===== config.mk =====
export PLATFORM = sky130hd
export DESIGN_NAME = spi_port
export DESIGN_NICKNAME = d
export VERILOG_FILES = /design/src/rtl/spi_port.sv
export SDC_FILE = /design/constraint.sdc
export NUM_CORES = 1
export LEC_CHECK = 0
export ABC_AREA = 0
export BUFFER_PORTS_ARGS = -buffer_cell sky130_fd_sc_hd__buf_2
export CAP_MARGIN = 20
export CELL_PAD_IN_SITES_DETAIL_PLACEMENT = 1
export CELL_PAD_IN_SITES_GLOBAL_PLACEMENT = 2
export CORE_AREA = 2 2 75 94
export CTS_BUF_LIST = sky130_fd_sc_hd__clkbuf_8
export DETAILED_ROUTE_END_ITERATION = 8
export DIE_AREA = 0 0 77 96
export GPL_TIMING_DRIVEN = 1
export HOLD_SLACK_MARGIN = 0.05
export PLACE_DENSITY = 0.84
export SLEW_MARGIN = 0
export SYNTH_ARGS = -nofsm -noshare
export SYNTH_HDL_FRONTEND = slang
export SYNTH_SLANG_ARGS = --single-unit
export TNS_END_PERCENT = 20

===== constraint.sdc =====
create_clock -name clk -period 2.2 [get_ports clk]
set_input_delay 0.33 -clock clk [delete_from_list [all_inputs] [get_ports clk]]
set_output_delay 0.33 -clock clk [all_outputs]
set_load 0.01 [all_outputs]

===== src/rtl/spi_port.sv =====
module spi_port #(
  parameter int SEL_W = 2
) (
  input  logic       clk,
  input  logic       rst_n,
  input  logic       reg_wr,
  input  logic       reg_rd,
  input  logic [1:0] reg_addr,
  input  logic [7:0] reg_wdata,
  output logic [7:0] reg_rdata,
  input  logic       sck_i,
  output logic       sck_o,
  output logic       sck_oe,
  input  logic       mosi_i,
  output logic       mosi_o,
  output logic       mosi_oe,
  input  logic       miso_i,
  output logic       miso_o,
  output logic       miso_oe,
  input  logic       ss_n_i
);
  localparam int CNT_W = (1 << SEL_W) + 1;
  localparam logic [1:0] A_CTRL = 2'd0, A_STAT = 2'd1, A_DATA = 2'd2;

  logic             en_q, mst_q, modf_q, done_q, ovr_q, arm_q;
  logic [SEL_W-1:0] div_q;
  logic [7:0]       data_q, sh_q;
  logic [3:0]       bit_q;
  logic             out_q, busy_q, sck_q;
  logic [CNT_W-1:0] cnt_q;
  logic [2:0]       sck_s, ss_s;
  logic [1:0]       mosi_s;

  wire wr_ctrl = reg_wr && reg_addr == A_CTRL;
  wire wr_stat = reg_wr && reg_addr == A_STAT;
  wire wr_data = reg_wr && reg_addr == A_DATA;
  wire rd_stat = reg_rd && reg_addr == A_STAT;
  wire rd_data = reg_rd && reg_addr == A_DATA;

  wire master = en_q && mst_q;
  wire slave  = en_q && !mst_q;
  wire ss_low = !ss_s[1];
  wire fault  = master && ss_low;
  wire s_rise = sck_s[1] && !sck_s[2];
  wire s_fall = !sck_s[1] && sck_s[2];
  wire last   = bit_q == 4'd7;
  wire tick   = busy_q && cnt_q == '0;

  wire [CNT_W-1:0] half_m1 = (CNT_W'(2) << div_q) - CNT_W'(1);
  wire [7:0]       sh_next = {sh_q[6:0], master ? miso_i : mosi_s[1]};

  wire m_done   = master && !fault && tick && !sck_q && last;
  wire s_done   = slave && ss_low && s_rise && last;
  wire complete = m_done || s_done;

  always_ff @(posedge clk or negedge rst_n)
    if (!rst_n) begin
      sck_s  <= 3'b000;
      ss_s   <= 3'b111;
      mosi_s <= 2'b00;
    end else begin
      sck_s  <= {sck_s[1:0], sck_i};
      ss_s   <= {ss_s[1:0], ss_n_i};
      mosi_s <= {mosi_s[0], mosi_i};
    end

  always_ff @(posedge clk or negedge rst_n)
    if (!rst_n) begin
      en_q   <= 1'b0;
      mst_q  <= 1'b0;
      div_q  <= '0;
      modf_q <= 1'b0;
    end else begin
      if (wr_ctrl) begin
        en_q  <= reg_wdata[0];
        mst_q <= reg_wdata[1];
        div_q <= reg_wdata[SEL_W+1:2];
      end
      if (wr_stat && reg_wdata[4]) modf_q <= 1'b0;
      if (fault) begin
        en_q   <= 1'b0;
        mst_q  <= 1'b0;
        modf_q <= 1'b1;
      end
    end

  always_ff @(posedge clk or negedge rst_n)
    if (!rst_n) begin
      busy_q <= 1'b0;
      sck_q  <= 1'b0;
      cnt_q  <= '0;
      bit_q  <= '0;
      sh_q   <= '0;
      out_q  <= 1'b0;
    end else if (master && !fault) begin
      if (busy_q) begin
        if (tick) begin
          cnt_q <= half_m1;
          sck_q <= !sck_q;
          if (!sck_q) begin
            sh_q  <= sh_next;
            bit_q <= bit_q + 4'd1;
          end else if (bit_q == 4'd8) begin
            busy_q <= 1'b0;
          end else begin
            out_q <= sh_q[7];
          end
        end else begin
          cnt_q <= cnt_q - CNT_W'(1);
        end
      end else if (wr_data) begin
        busy_q <= 1'b1;
        sh_q   <= reg_wdata;
        out_q  <= reg_wdata[7];
        bit_q  <= '0;
        cnt_q  <= half_m1;
        sck_q  <= 1'b0;
      end
    end else begin
      busy_q <= 1'b0;
      sck_q  <= 1'b0;
      if (slave) begin
        if (!ss_low) begin
          bit_q <= '0;
          if (wr_data) begin
            sh_q  <= reg_wdata;
            out_q <= reg_wdata[7];
          end else begin
            out_q <= sh_q[7];
          end
        end else if (s_rise) begin
          sh_q  <= sh_next;
          bit_q <= last ? 4'd0 : bit_q + 4'd1;
        end else if (s_fall) begin
          out_q <= sh_q[7];
        end
      end
    end

  always_ff @(posedge clk or negedge rst_n)
    if (!rst_n) begin
      done_q <= 1'b0;
      ovr_q  <= 1'b0;
      arm_q  <= 1'b0;
      data_q <= '0;
    end else begin
      if (rd_stat && ovr_q) arm_q <= 1'b1;
      if (rd_data) begin
        done_q <= 1'b0;
        if (arm_q) begin
          ovr_q <= 1'b0;
          arm_q <= 1'b0;
        end
      end
      if (wr_data && master && !busy_q) done_q <= 1'b0;
      if (complete) begin
        if (done_q && !rd_data) begin
          ovr_q <= 1'b1;
        end else begin
          data_q <= sh_next;
          done_q <= 1'b1;
        end
      end
    end

  always_comb
    case (reg_addr)
      A_CTRL:  reg_rdata = 8'({div_q, mst_q, en_q});
      A_STAT:  reg_rdata = {done_q, ovr_q, 1'b0, modf_q, 4'b0};
      A_DATA:  reg_rdata = data_q;
      default: reg_rdata = '0;
    endcase

  assign sck_o   = sck_q;
  assign sck_oe  = master;
  assign mosi_o  = out_q;
  assign mosi_oe = master;
  assign miso_o  = out_q;
  assign miso_oe = slave && ss_low;

  AST_SCK_IDLE_LOW: assert property (@(posedge clk) disable iff (!rst_n) !busy_q |-> !sck_q);
  AST_BIT_LIMIT: assert property (@(posedge clk) disable iff (!rst_n) bit_q <= 4'd8);
  AST_DONE_ON_LAST_BIT: assert property (@(posedge clk) disable iff (!rst_n) $rose(done_q) |-> $past(bit_q) == 4'd7);
  AST_OVR_KEEPS_DATA: assert property (@(posedge clk) disable iff (!rst_n) $rose(ovr_q) |-> $stable(data_q));
  AST_FAULT_DROPS_MASTER: assert property (@(posedge clk) disable iff (!rst_n) $rose(modf_q) |-> !en_q && !mst_q && !busy_q);
  AST_MODF_STICKY: assert property (@(posedge clk) disable iff (!rst_n) modf_q && !(wr_stat && reg_wdata[4]) |=> modf_q);
endmodule


; Word-level counts from Yosys, hierarchy flattened
; Cells that the tools add are included.
[op_classes]
n_addsub = 3
eq_ne = 10
shift = 1
n_mux = 60
n_bitwise = 1
reduce_logical = 46
[ops]
columns = op, n
row1 = two-way mux 8 bit, 8
row2 = two-way mux 1 bit, 39
row3 = two-way mux 4 bit, 9
row4 = case mux 8 bit (3 select lines), 1
row5 = logical AND 1 bit, 23
row6 = two-way mux 5 bit, 3
row7 = != test 3 bit (second input constant), 5
row8 = zero test 1 bit, 8
row9 = nonzero test 2 bit, 4
row10 = AND reduction 7 bit, 1
row11 = AND reduction 2 bit, 3
row12 = nonzero test 3 bit, 2
row13 = zero test 5 bit, 1
row14 = AND reduction 5 bit, 1
row15 = << shifter 2 x 2 -> 5 bit (first input constant), 1
row16 = subtractor 5 x 1 -> 5 bit (second input constant), 1
row17 = subtractor 5 x 2 -> 5 bit (second input constant), 1
row18 = adder 4 x 1 -> 4 bit (second input constant), 1
row19 = equality test 4 x 3 -> 1 bit (second input constant), 1
row20 = equality test 4 bit (second input constant), 1
row21 = AND reduction 4 bit, 1
row22 = != test 3 x 2 -> 1 bit (second input constant), 1
row23 = equality test 2 x 1 -> 1 bit (second input constant), 1
row24 = equality test 2 bit (second input constant), 1
row25 = 3 further kinds, 3
[totals]
regBits = 43
out_inout_bits = 14
elab_cells = 138

; Depth between registers and ports, before layout
[logic_depth]
word_depth = 9
mapped_depth = 6
mapped_depth_nobuf = 6

; Worst setup path after synthesis
; OpenSTA, ideal clock, no wires.
[synth_timing]
path_type = reg-to-reg
from = register cnt_q[0]
to = register data_q[4]
setup_ns = 0.128
t_arrival_ns = 1.903
setup_slack_ns = 0.169
path_stages_with_launch = 7
n_path_buf = 0
path_cell_list = dfrtp_1 > inv_1 > ha_1 > or4b_4 > o32ai_4 > nand3_4 > mux2_1
[synth_between]
elab_chain_cells = 7
[synth_lines]
columns = element, line_no
row1 = "start, declared", 30  ; logic [CNT_W-1:0] cnt_q;
row2 = "start signal, assigned", 98  ; cnt_q <= half_m1;
row3 = "start signal, assigned", 109  ; cnt_q <= cnt_q - CNT_W'(1);
row4 = "start signal, assigned", 116  ; cnt_q <= half_m1;
row5 = zero test 5 bit, 47  ; wire tick = busy_q && cnt_q == '0;
row6 = logical AND 1 bit, 47
row7 = logical AND 1 bit (3 in series), 52  ; wire m_done = master && !fault && tick && !sck_q && last;
row8 = logical OR 1 bit, 54  ; wire complete = m_done || s_done;
row9 = AND reduction 2 bit (no line), --
row10 = "end signal, assigned", 160  ; data_q <= sh_next;
row11 = "end, declared", 27  ; logic [7:0] data_q, sh_q;
; No other way between the ends.
; A chain may end at the register's enable or synchronous reset.

; Worst setup path after layout
; Ends and elaborated chain as after synthesis.

==> impl_metrics.env <==
export IMPL_status="completed"
export IMPL_synth_edf_count=0
export IMPL_synth_fa_ha_area_share_pct=1.70
export IMPL_fin_setup_tns_ps=0
export IMPL_period_minus_slack_ps=2060
export IMPL_synth_nets=222
export IMPL_cts_tree="built"
export IMPL_grt_pass1_vias=1804
export IMPL_grt_pass1_wl_um=9120
export IMPL_critPathCaptureType="flip-flop"
export IMPL_max_freq_ghz=0.486
export IMPL_synth_cell_area_um2=2210
export IMPL_cts_root_buf="clkbuf_8"
export IMPL_maxCapViolations=0
export IMPL_grt_ovfl_total=0
export IMPL_fin_crit_sh_pct=93.4
export IMPL_r2r_cells=6
export IMPL_grt_usage_pct=15.8
export IMPL_start_kind="flip-flop"
export IMPL_timing_slew_headroom_pct=54.3
export IMPL_antenna_found_initial=0
export IMPL_total_power_mw=2.36
export IMPL_clk_pin_slew_worst_paths_ps=80
export IMPL_ant_nets=0
export IMPL_htree_num_levels=2
export IMPL_drc=0
export IMPL_port_buffers=31
export IMPL_firstDrtPassIters=4
export IMPL_synth_top_family_by_area="compound AO/OA/AOI/OAI gates"
export IMPL_synth_xor_area_share_pct=0
export IMPL_yosys_top_cells_count="dfrtp_1 (41), nand2_1 (13), mux2_2 (12)"
export IMPL_yosys_area_top_type_share_pct=46.5
export IMPL_routed_wl_um=5440
export IMPL_avgRoutedWirePerCell_um=16.6
export IMPL_finClkSkew_ps=5.37
export IMPL_ys_seq_elements=43
export IMPL_critPathKind="reg -> reg"
export IMPL_holdPathStages=1
export IMPL_syn_to_final_growth_pct=19.1
export IMPL_synthFlopType="dfrtp_1"
export IMPL_yosysSeqAreaShare_pct=48.8
export IMPL_vias=1710
export IMPL_io_pins=32
export IMPL_clk_latency_ps=290
export IMPL_dp_hpwl_um=4060
export IMPL_synth_largest_area_cell="dfrtp_1"
export IMPL_viasPerCell=5.23
export IMPL_yosysMostFrequentCell="dfrtp_1"
export IMPL_crit_arrival_ps=2230
export IMPL_synthSimpleGateAreaFrac_pct=15.9
export IMPL_die_area_um2=7390
export IMPL_insertedDiodeCount=0
export IMPL_synthCells=201
export IMPL_fin_hold_ws_ps=133
export IMPL_die_x_um=77
export IMPL_synth_compound_area_share_pct=18.2
export IMPL_drt_iter0_markers=65
export IMPL_cp_required_ps=2380
export IMPL_synth_distinct_cells=48
export IMPL_ir_worst_vdd_v=0.000790
export IMPL_grt_setup_unrepaired="no"
export IMPL_path_cells="inv_1 > ha_1 > or4b_4 > o32ai_4 > nand3_4 > mux2_1"
export IMPL_cp_slowest_stage_delay_ps=510
export IMPL_synth_mux_area_share_pct=11.3
export IMPL_fp_dieH_um=96
export IMPL_nets=260
export IMPL_drive_above_1_share_pct=29.2
export IMPL_slew_viol_final=0
export IMPL_grt_max_degree=27
export IMPL_core_um2=6520
export IMPL_setup_viol=0
export IMPL_power_per_cell_area_nw_per_um2=898
export IMPL_clk_path_buf_depth=2
export IMPL_cts_sinks=43
export IMPL_avgSynthCellArea_um2=11.0
export IMPL_p_leak_nw=1.21
export IMPL_yosys_warnings=0
export IMPL_yosys_top_cells_area="dfrtp_1 (46%), mux2_2 (6.1%), mux2i_1 (3.6%)"
export IMPL_min_path_type="in -> reg"
export IMPL_rows=33
export IMPL_synth_async_reset_ratio_pct=100
export IMPL_tightestPinTransition_ps=678
export IMPL_cts_buffers=5
export IMPL_cp_slowest_cell="or4b_4"
export IMPL_hold_violations=0
export IMPL_gp_congestion=0.809
export IMPL_num_fill_cells=769
export IMPL_cp_max_fo=9
export IMPL_start_util_pct=33.9
[layout make-up]
cell class | count | area (um^2) | share of cell area (%)
clock inverters | 2 | 35.0 | 1.33
clock buffers | 6 | 82.6 | 3.14
flip-flops and latches | 43 | 1080 | 41.0
repair buffers | 41 | 233 | 8.84
well taps | 87 | 109 | 4.14
inverters | 11 | 41.3 | 1.57
multi-input cells | 137 | 1050 | 40.0
[sequential cells by signal, summed over array words and instances, names as in the netlist, 2 cells and up]
register	cells
bit_q	4
cnt_q	5
data_q	8
div_q	2
mosi_s	2
sck_s	3
sh_q	8
ss_s	2
[worst paths after layout]
path	startpoint	to	slack [ps]
hold reg to reg	sck_s[0]	sck_s[1]	350
setup reg to reg	cnt_q[0]	data_q[4]	140
min in group asynchronous	rst_n	cnt_q[1]	500
hold / removal	ss_n_i	ss_s[0]	130
setup / recovery	cnt_q[0]	data_q[4]	140
max in group asynchronous	rst_n	ss_s[1]	980
[layer usage]
metal,track usage (%),share of wire (%)
met5,0,0
met4,4.76,0.79
met3,3.28,3.2
met2,27.9,52
met1,19.8,44
[critical path, delay by kind of cell, from the launching register on]
family	cells	cell delay, ps
adder cells (fa/ha/maj)	1	150
AND/OR/NAND/NOR	2	680
buffers and inverters	1	70
flip-flops	1	400
multiplexers	1	340
AO/OA/AOI/OAI	1	290
[cell usage in the layout, fill, tap and decap left out, drive strengths merged, types with 3 or more instances in the layout]
master,instances
clkbuf,6
a2bb2oi,7
and3b,3
nand3,6
o22ai,7
nor3b,5
a21oi,6
nand2,13
mux2i,8
nor2b,4
nor2,10
buf,40
dfrtp,41
nand3b,3
mux2,15
inv,11
ha,3
a22o,5
o21ai,11
[power by group]
part	internal, mW	switching (mW)	total, mW	leakage (nW)
Sequential	0.961	0.188	1.15	0.525
Clock	0.367	0.267	0.634	0.0612
Combinational	0.294	0.286	0.579	0.628
Total	1.62	0.741	2.36	1.21
[logic make-up after synthesis]
kind of cell	Yosys count
simple gates	58
compound gates	53
flops	43
mux	23
buf+inv	21
fa+ha+maj	3
[per-stage QoR]
| step | std cells | util [%] | setup slack (ps) | cell area [um^2] |
|---|---|---|---|---|
| after floorplan | 201 | - | 169 | 2210 |
| after global placement | 318 | 38.2 | 154 | 2490 |
| after detailed placement | 318 | 38.2 | 102 | 2490 |
| after CTS | 327 | 40.1 | 82.7 | 2620 |
| after global routing | 327 | 40.3 | 29.3 | 2630 |
| final | 327 | 40.3 | 144 | 2630 |
[timing repair]
action	in CTS	in global routing
hold endpoints to repair	17	0
setup buffers	0	0
gates resized for setup	0	2
endpoints found under the setup margin	0	14
hold buffers	1	0
Note: power is estimated with default switching activity, not from simulation.
